===== src/rtl/relay_tx_pkg.sv =====
// Package: shared state type and cycle-count helpers for the relay transmitter.
// Assumes: all times are given in picoseconds as positive integers.
package relay_tx_pkg;

    typedef enum logic [2:0] {
        ST_IDLE,
        ST_LEAD,
        ST_HIGH,
        ST_LOW,
        ST_TAIL
    } tx_state_t;

    localparam int CS_TO_RISE_MIN_PS = 10000;
    localparam int CS_TO_FALL_MIN_PS = 80000;
    localparam int SCLK_HIGH_MIN_PS  = 60000;
    localparam int SCLK_LOW_MIN_PS   = 60000;
    localparam int TAIL_MIN_PS       = 80000;
    localparam int DATA_SETUP_MIN_PS = 10000;

    // Round a time up to whole clock cycles, never below one.
    function automatic int ps_to_cyc(input int t_ps, input int period_ps);
        int c;
        c = (t_ps + period_ps - 1) / period_ps;
        return (c < 1) ? 1 : c;
    endfunction

    // Lead time: meet chip-select-to-rise, data setup, and chip-select-to-fall
    // (the latter given the high phase that follows the lead).
    function automatic int lead_cyc(input int period_ps, input int high_c);
        int c;
        c = ps_to_cyc(CS_TO_RISE_MIN_PS, period_ps);
        if (ps_to_cyc(DATA_SETUP_MIN_PS, period_ps) > c)
            c = ps_to_cyc(DATA_SETUP_MIN_PS, period_ps);
        if (ps_to_cyc(CS_TO_FALL_MIN_PS, period_ps) - high_c > c)
            c = ps_to_cyc(CS_TO_FALL_MIN_PS, period_ps) - high_c;
        return c;
    endfunction

    function automatic int max4(input int a, input int b, input int c, input int d);
        int m;
        m = a;
        if (b > m) m = b;
        if (c > m) m = c;
        if (d > m) m = d;
        return m;
    endfunction

endpackage


===== src/rtl/relay_phase_timer.sv =====
// Module: down-counter timing one phase of the serial frame.
// Assumes: load_val = phase length minus one; expired is high in the last
// cycle of the phase. The counter rests at zero when not loaded.
module relay_phase_timer #(
    parameter int CNT_W = 4
) (
    input  logic             clk,
    input  logic             rst_n,
    input  logic             load,
    input  logic [CNT_W-1:0] load_val,
    output logic             expired
);

    logic [CNT_W-1:0] cnt_q;

    // Load a new phase length or count down towards zero.
    always_ff @(posedge clk) begin
        if (!rst_n)
            cnt_q <= '0;
        else if (load)
            cnt_q <= load_val;
        else if (cnt_q != '0)
            cnt_q <= cnt_q - 1'b1;
    end

    assign expired = (cnt_q == '0);

    AST_TIMER_REST_ZERO: assert property (@(posedge clk) disable iff (!rst_n)
        (!load && cnt_q == '0) |=> (cnt_q == '0));

endmodule


===== src/rtl/relay_shift_out.sv =====
// Module: MSB-first shift register that drives MOSI and tracks the bit index.
// Assumes: shift is pulsed once per serial-clock falling edge; zeros enter at
// the bottom, so MOSI returns low after the last shift.
module relay_shift_out #(
    parameter int DATA_W = 8,
    parameter int IDX_W  = 4
) (
    input  logic              clk,
    input  logic              rst_n,
    input  logic              load,
    input  logic [DATA_W-1:0] word,
    input  logic              shift,
    output logic              mosi,
    output logic              last_bit
);

    logic [DATA_W-1:0] sreg_q;
    logic [IDX_W-1:0]  idx_q;

    // Capture the word on load, otherwise move it up one bit per shift.
    always_ff @(posedge clk) begin
        if (!rst_n)
            sreg_q <= '0;
        else if (load)
            sreg_q <= word;
        else if (shift)
            sreg_q <= {sreg_q[DATA_W-2:0], 1'b0};
    end

    // Count how many bits have already left the register.
    always_ff @(posedge clk) begin
        if (!rst_n)
            idx_q <= '0;
        else if (load)
            idx_q <= '0;
        else if (shift)
            idx_q <= idx_q + 1'b1;
    end

    assign mosi     = sreg_q[DATA_W-1];
    assign last_bit = (idx_q == IDX_W'(DATA_W - 1));

    AST_IDX_BOUND: assert property (@(posedge clk) disable iff (!rst_n)
        idx_q <= IDX_W'(DATA_W));

endmodule


===== src/rtl/relay_frame_tx.sv =====
// Module: top of the relay-driver serial transmitter.
// Accepts a word on valid/ready, then produces chip select, serial clock and
// MOSI with every interval counted in system-clock cycles.
// Assumes: CLK_PERIOD_PS is the real system-clock period; interval overrides
// must still meet the device minimums.
module relay_frame_tx #(
    parameter int CLK_PERIOD_PS = 10000,
    parameter int DATA_W        = 8,
    parameter int HIGH_CYC = relay_tx_pkg::ps_to_cyc(relay_tx_pkg::SCLK_HIGH_MIN_PS, CLK_PERIOD_PS),
    parameter int LOW_CYC  = relay_tx_pkg::ps_to_cyc(relay_tx_pkg::SCLK_LOW_MIN_PS, CLK_PERIOD_PS),
    parameter int TAIL_CYC = relay_tx_pkg::ps_to_cyc(relay_tx_pkg::TAIL_MIN_PS, CLK_PERIOD_PS),
    parameter int LEAD_CYC = relay_tx_pkg::lead_cyc(CLK_PERIOD_PS, HIGH_CYC)
) (
    input  logic              clk,
    input  logic              rst_n,
    input  logic              in_valid,
    output logic              in_ready,
    input  logic [DATA_W-1:0] in_data,
    output logic              cs_n_o,
    output logic              sclk_o,
    output logic              mosi_o
);
    import relay_tx_pkg::*;

    localparam int MAX_CYC = max4(HIGH_CYC, LOW_CYC, TAIL_CYC, LEAD_CYC);
    localparam int CNT_W   = $clog2(MAX_CYC + 1);
    localparam int IDX_W   = $clog2(DATA_W + 1);

    tx_state_t        state_q, state_nx;
    logic             tmr_load, tmr_expired;
    logic [CNT_W-1:0] tmr_val;
    logic             sh_load, sh_shift, sh_last;
    logic             cs_n_q, sclk_q;

    relay_phase_timer #(.CNT_W(CNT_W)) u_timer (
        .clk      (clk),
        .rst_n    (rst_n),
        .load     (tmr_load),
        .load_val (tmr_val),
        .expired  (tmr_expired)
    );

    relay_shift_out #(.DATA_W(DATA_W), .IDX_W(IDX_W)) u_shift (
        .clk      (clk),
        .rst_n    (rst_n),
        .load     (sh_load),
        .word     (in_data),
        .shift    (sh_shift),
        .mosi     (mosi_o),
        .last_bit (sh_last)
    );

    // Next-state logic: walk lead, high/low bit phases and tail.
    always_comb begin
        state_nx = state_q;
        tmr_load = 1'b0;
        tmr_val  = '0;
        sh_load  = 1'b0;
        sh_shift = 1'b0;
        unique case (state_q)
            ST_IDLE: if (in_valid) begin
                state_nx = ST_LEAD;
                tmr_load = 1'b1;
                tmr_val  = CNT_W'(LEAD_CYC - 1);
                sh_load  = 1'b1;
            end
            ST_LEAD: if (tmr_expired) begin
                state_nx = ST_HIGH;
                tmr_load = 1'b1;
                tmr_val  = CNT_W'(HIGH_CYC - 1);
            end
            ST_HIGH: if (tmr_expired) begin
                sh_shift = 1'b1;
                tmr_load = 1'b1;
                if (sh_last) begin
                    state_nx = ST_TAIL;
                    tmr_val  = CNT_W'(TAIL_CYC - 1);
                end else begin
                    state_nx = ST_LOW;
                    tmr_val  = CNT_W'(LOW_CYC - 1);
                end
            end
            ST_LOW: if (tmr_expired) begin
                state_nx = ST_HIGH;
                tmr_load = 1'b1;
                tmr_val  = CNT_W'(HIGH_CYC - 1);
            end
            ST_TAIL: if (tmr_expired) begin
                state_nx = ST_IDLE;
            end
            default: state_nx = ST_IDLE;
        endcase
    end

    // State register.
    always_ff @(posedge clk) begin
        if (!rst_n)
            state_q <= ST_IDLE;
        else
            state_q <= state_nx;
    end

    // Registered line outputs, updated together with the state.
    always_ff @(posedge clk) begin
        if (!rst_n) begin
            cs_n_q <= 1'b1;
            sclk_q <= 1'b0;
        end else begin
            cs_n_q <= (state_nx == ST_IDLE);
            sclk_q <= (state_nx == ST_HIGH);
        end
    end

    assign cs_n_o   = cs_n_q;
    assign sclk_o   = sclk_q;
    assign in_ready = (state_q == ST_IDLE);

    AST_SCLK_IDLE_LOW: assert property (@(posedge clk) disable iff (!rst_n)
        cs_n_o |-> !sclk_o);
    AST_MOSI_IDLE_LOW: assert property (@(posedge clk) disable iff (!rst_n)
        cs_n_o |-> !mosi_o);
    AST_ACCEPT_STARTS: assert property (@(posedge clk) disable iff (!rst_n)
        (in_valid && in_ready) |=> !cs_n_o);
    AST_MOSI_SETUP: assert property (@(posedge clk) disable iff (!rst_n)
        $rose(sclk_o) |-> $stable(mosi_o));
    AST_MOSI_HOLD: assert property (@(posedge clk) disable iff (!rst_n)
        (sclk_o && $past(sclk_o)) |-> $stable(mosi_o));

endmodule


===== config.mk =====
export PLATFORM = sky130hd
export DESIGN_NAME = relay_frame_tx
export DESIGN_NICKNAME = d
export VERILOG_FILES = /design/src/rtl/relay_tx_pkg.sv /design/src/rtl/relay_phase_timer.sv /design/src/rtl/relay_shift_out.sv /design/src/rtl/relay_frame_tx.sv
export SDC_FILE = /design/constraint.sdc
export NUM_CORES = 1
export LEC_CHECK = 0
export BUFFER_PORTS_ARGS = -buffer_cell sky130_fd_sc_hd__buf_2
export CORE_MARGIN = 2
export CORE_UTILIZATION = 30
export CTS_BUF_LIST = sky130_fd_sc_hd__clkbuf_16
export CTS_CLUSTER_SIZE = 20
export DETAILED_ROUTE_END_ITERATION = 10
export MAX_ROUTING_LAYER = met4
export SLEW_MARGIN = 20
export SYNTH_ARGS = -nofsm -noshare
export SYNTH_HDL_FRONTEND = slang
export SYNTH_HIERARCHICAL = 1
export SYNTH_SLANG_ARGS = --single-unit

===== constraint.sdc =====
create_clock -name clk -period 5.3 [get_ports clk]
set_input_delay 0 -clock clk [delete_from_list [all_inputs] [get_ports clk]]
set_output_delay 0 -clock clk [all_outputs]
set_load 0.02 [all_outputs]

==> impl_metrics.yaml, run 1 <==
status:
  status: "finished clean"
clocking:
  cts_tree: "built"
  path_clk_slew_ps: 50
  htree_levels: 1
  clk_latency_ps: 250
  numCtsBuffers: 3
  cts_setup_buffers: 0
  clockBufferDepth: 2
  cts_root_buf: "clkbuf_16"
  cts_resized: 0
  cts_sinks: 21
layout:
  antenna_cells: 0
  nNetsFinal: 136
  drive_above_1_share: 0.295
  finalInstanceArea_um2: 1290
  area_growth_pct: 17.0
routing:
  drc: 0
  via_per_inst: 4.73
  wl_mm: 1.88
  ant_nets: 0
  routedWlPerCell_um: 11.0
  drtPass1Iterations: 4
  drt_iter0_drc: 11
  vias: 804
pwr:
  p_leak_nw: 0.571
  p_per_area_nw_per_um2: 475
  ir_worst_vdd_v: 0.000226
setup_path:
  path_cells: "inv_1 > ha_1 > nor3b_4 > and4bb_2 > mux2_2 > o211a_1"
  r2r_start: "u_timer/cnt_q[0]"
  arrival_ps: 2380
  crit_buf_inv: 1
  worst-path-max-fanout: 14
  crit_path_max_incr_delay_ps: 520
  critPathTopFamily: "simple AND/OR/NAND/NOR gates"
  cp.required_ps: 5450
  ff2ff_path_depth: 6
  endpoint_kind: "register"
  critPathKind: "reg2reg"
  timing.rr.end: "u_shift/sreg_q[1]"
  crit_path_top_delay_cell: "and4bb_2"
  r2r_slack_ps: 3070
  start_kind: "register"
die:
  die_h_um: 64.6
  die_w_um: 64.6
  ios: 15
  core_um2: 3610
  rows: 22
  initial_core_util: 0.306
  die-area_um2: 4180
sta:
  rsz0062_at_grt: "no"
  tightest_slew_ps: 591
  relSlewSlack: 0.606
  finalSetupViolations: 0
  timing.final.crit_share: 0.422
  drv_slew: 0
  tns_ps: 0
  max_freq_mhz: 448
  min_period_ps: 2230
  skew_ps: 3.34
  fin_ws_ps: 3070
  hold_viol: 0
placed_design:
  gp_congestion: 0.718
  dp_slack_ps: 3060
  hpwl_mm: 1.34
  io_buffers: 14
  post_dp_cell_area_um2: 1200
synthesis:
  synth_cell_types: 42
  ys.flop_type: "dfxtp_1"
  synth_cells: 107
  synth_area_um2: 1100
  ys_ff_latch: 21
  synth_seq_area_share: 0.381
  avgSynthCellArea_um2: 10.3
  netlist.area_leader.share: 0.381
  synth_area_leaders: "dfxtp_1 38%, mux2_2 8.2%, o211a_1 7.3%"
  syn-num-nets: 120
  synth_edf_count: 0
  yosys_warnings: 6
  yosysTopAreaCell: "dfxtp_1"
  async_reset_ff_frac: 0
worst_hold_path:
  holdCritStartpoint: "in_data[5]"
  hp-class: "in2reg"
  whs_path_depth: 3
  min_to: "u_shift/sreg_q[5]"
global_routing:
  grt_use_total: 0.111
  antenna_found_initial: 0
  grt_max_degree: 22
  grt_pass1_wl_mm: 3.51
  grt_pass1_vias: 839
  overflow: 0
job:
  cap_violations: 0
-- worst reg2reg max path, cell delays in order, from the launching register on --
cell,delay (ps)
dfxtp_1,320
inv_1,90
ha_1,200
nor3b_4,430
and4bb_2,520
mux2_2,380
o211a_1,200
-- worst max path at each step --
stage | from | end | slack [ps] | depth (start not counted)
after floorplan | u_timer/cnt_q[0] | u_shift/sreg_q[1] | 3310 | 7
after global placement | u_timer/cnt_q[0] | u_shift/sreg_q[5] | 3170 | 6
after detailed placement | u_timer/cnt_q[0] | u_shift/sreg_q[6] | 3060 | 6
after CTS | u_timer/cnt_q[0] | u_shift/sreg_q[1] | 3050 | 6
after global routing | u_timer/cnt_q[0] | u_shift/sreg_q[5] | 2900 | 6
final | u_timer/cnt_q[0] | u_shift/sreg_q[1] | 3070 | 6
-- timing repair --
item | CTS | global route
setup endpoints to repair | 0 | 0
endpoints found under the hold margin | 1 | 0
hold buffers | 1 | 0
-- synthesized netlist by cell type, types with 2 or more instances --
master and number:
and2_1 3, buf_6 2, dfxtp_1 21, ha_1 2, inv_1 3, mux2_2 8
mux2i_1 3, nand2_1 2, nand2b_1 12, nand3_1 3, nand3b_1 2, nor2_1 4
nor3_1 2, o211a_1 8, or2_2 2, or3b_1 2, xnor2_1 3
-- metal layers --
metal	track usage	vias to the layer above	part of all wire
met1	0.124	369	0.47
li1	-	416	-
met3	0.0174	5	0.026
met4	0.0718	0	0.031
met2	0.185	14	0.47
met5	-	-	0
-- through the flow --
| stage | util | cells | power [mW] | hold WS (ps) |
|---|---|---|---|---|
| finish | 0.358 | 170 | 0.613 | 63.8 |
| global route | 0.358 | 170 | 0.662 | 72.8 |
| CTS | 0.358 | 170 | 0.624 | 62.6 |
| detailed placement | 0.333 | 165 | 0.465 | 267 |
| global placement | 0.333 | 165 | 0.453 | 252 |
| floorplan | - | 107 | 0.424 | 133 |
-- power by group --
| group | switching (mW) | internal [mW] |
|---|---|---|
| sequential | 0.0286 | 0.195 |
| clock | 0.0534 | 0.100 |
| combinational | 0.119 | 0.117 |
-- cells by family after synthesis --
family | count (synthesis) | synth area share
AO/OA/AOI/OAI | 21 | 0.173
adder cells (fa/ha/maj) | 2 | 0.0227
buffers and inverters | 7 | 0.0386
AND/OR/NAND/NOR | 41 | 0.249
flip-flops | 21 | 0.381
multiplexers | 11 | 0.109
XOR/XNOR | 3 | 0.0238
other | 1 | 0.00340
-- sequential cells by signal, indices dropped and copies added, names as in the netlist --
register	cells
u_timer/cnt_q	4
u_shift/idx_q	4
state_q	3
cs_n_o	1
sclk_o	1
u_shift/sreg_q	8
-- placed cells by master, fill, tap and decap left out, drive strengths merged, types with 2 or more instances in the layout --
cell type,instances
mux2,8
o211a,8
a21boi,2
ha,2
nor2,4
nand3b,2
mux2i,3
nand3,3
inv,4
a21oi,2
nand2,2
nor3b,2
xnor2,3
or2,2
dfxtp,21
buf,14
nor3,3
nand2b,12
and2,3
o21ai,2
clkbuf,3
or3b,3
-- final cells by class --
type                            count  area [um^2]
Multi-Input combinational cell     79          639
Timing Repair Buffer               15         80.1
Clock buffer                        3         75.1
Inverter                            3         11.3
Fill cell                         372         2320
Clock inverter                      1         3.75
Tap cell                           48         60.1
Sequential cell                    21          420
Power figures use the tool's default switching activity.
==> run 2, diff against run 1 <==
==> constraint.sdc (replaced) <==
create_clock -name clk -period 2.3 [get_ports clk]
set_input_delay 0 -clock clk [delete_from_list [all_inputs] [get_ports clk]]
set_output_delay 0 -clock clk [all_outputs]
set_load 0.02 [all_outputs]
==> run 2 against run 1 <==
  * Sequential share of layout area down 0.59 points
  * Design area grew 1.8%
  * Critical path depth increased by 2
  * Via count increased by 4.2%
  * Clock skew decreased by 0.73 ps
  * Sequential cell count unchanged
  * Utilization increased by 0.66 points
  * Maximum frequency is 15% higher
  * Total power rose by 140%
  * Sequential power grew 130%
  * Combinational power increased by 150%
  * Non-clock buffer count rose by 3
  * Critical endpoint is now u_timer/cnt_q[3]
  * Largest cell class unchanged
  * Largest power group unchanged
  * Highest routed layer unchanged
==> impl_metrics.yaml, run 2 (synthesis results as in run 1) <==
die:
  rows: 22
  ios: 15
  initial_core_util: 0.306
  die_w_um: 64.6
  core_um2: 3610
  die-area_um2: 4180
  die_h_um: 64.6
clocking:
  clockBufferDepth: 2
  cts_tree: "built"
  cts_setup_buffers: 0
  numCtsBuffers: 3
  path_clk_slew_ps: 60
  cts_root_buf: "clkbuf_16"
  cts_resized: 0
  htree_levels: 1
  clk_latency_ps: 250
  cts_sinks: 21
layout:
  nNetsFinal: 139
  final_cell_mix: "21 x dfxtp_1, 14 x buf_2, 12 x nand2b_1"
  nFillCells: 364
  antenna_cells: 0
  largestRegisters: "u_shift/sreg_q x8, u_shift/idx_q x4, u_timer/cnt_q x4"
  finalInstanceArea_um2: 1310
  area_growth_pct: 19.2
  fin_cells: 173
  drive_above_1_share: 0.320
  final_common_cell: "dfxtp_1"
  top_register: "u_shift/sreg_q"
  largest_register_ff_count: 8
routing:
  vias: 838
  via_per_inst: 4.84
  ant_nets: 0
  drtPass1Iterations: 4
  drt_iter0_drc: 13
  drc: 0
  routedWlPerCell_um: 11.7
  wl_mm: 2.03
sta:
  skew_ps: 2.61
  timing.final.crit_share: 0.846
  max_freq_mhz: 514
  finalSetupViolations: 0
  min_period_ps: 1940
  tns_ps: 0
  fin_ws_ps: 355
  rsz0062_at_grt: "no"
  hold_viol: 0
  drv_slew: 0
setup_path:
  critPathTopFamily: "simple AND/OR/NAND/NOR gates"
  arrival_ps: 2110
  cp.required_ps: 2470
  start_kind: "register"
  worst-path-max-fanout: 10
  path_cells: "inv_1 > ha_1 > nor3b_4 > buf_4 > nor3b_1 > or2_2 > nand2b_1 > o31ai_1"
  crit_buf_inv: 2
  crit_path_top_delay_cell: "dfxtp_1"
  crit_path_max_incr_delay_ps: 340
  critPathKind: "reg2reg"
  endpoint_kind: "register"
pwr:
  finalPower_mw: 1.47
  p_per_area_nw_per_um2: 1120
  ir_worst_vdd_v: 0.000412
  p_leak_nw: 0.585
job:
  cap_violations: 0
global_routing:
  grt_pass1_vias: 851
  grt_max_degree: 21
  antenna_found_initial: 0
  grt_use_total: 0.118
  grt_pass1_wl_mm: 3.73
  overflow: 0
placed_design:
  dp_slack_ps: 344
  gp_congestion: 0.742
  dp.cells: 168
  hpwl_mm: 1.47
  io_buffers: 14
  post_dp_cell_area_um2: 1220
worst_hold_path:
  hp-class: "in2reg"
status:
  status: "finished clean"
## run 2: power breakdown
part           internal, mW  total (mW)  switching [mW]
combinational         0.294       0.584           0.290
clock                 0.234       0.368           0.135
sequential            0.450       0.515          0.0649
total                 0.978        1.47           0.490
## run 2: cell type report
type | count | area [um^2] | share of cell area
tap | 48 | 60.1 | 0.0457
inverter | 3 | 11.3 | 0.00857
clock buffer | 3 | 75.1 | 0.0571
multi-input combinational | 79 | 639 | 0.487
timing repair buffer | 18 | 103 | 0.0781
sequential | 21 | 420 | 0.320
clock inverter | 1 | 5.00 | 0.00381
## run 2: worst reg2reg max path: cells and delay by family, from the launching register on
family                     cells  cell delay [ps]
and+or+nand+nor                4              850
DFF                            1              340
buffers and inverters          2              240
adders and majority gates      1              230
AOI/OAI and AO/OA              1              200
## run 2: worst paths after layout
kind                          from           endpoint  slack, ps  depth (start not counted)
setup / recovery  u_timer/cnt_q[0]   u_timer/cnt_q[3]        360                          8
hold / removal          in_data[6]  u_shift/sreg_q[6]         60                          3
setup reg to reg  u_timer/cnt_q[0]   u_timer/cnt_q[3]        360                          8
hold reg to reg   u_shift/idx_q[3]   u_shift/idx_q[3]        500                          2
## run 2: layer usage
metal	up-vias	wire length [um]	GRT usage
met1	396	967	0.133
met4	0	57	0.0718
met2	16	945	0.198
li1	421	-	-
met3	5	55	0.0156
met5	-	0	-
## run 2: repair_timing
item | CTS | global route
hold buffers | 1 | 0
hold endpoints to repair | 1 | 0
endpoints found under the setup margin | 0 | 0
## run 2: metrics by stage
step	util	hold slack [ps]
after detailed placement	0.339	262
after floorplan	-	133
after global routing	0.364	71.3
after CTS	0.364	59.9
final	0.364	59.8
after global placement	0.339	250
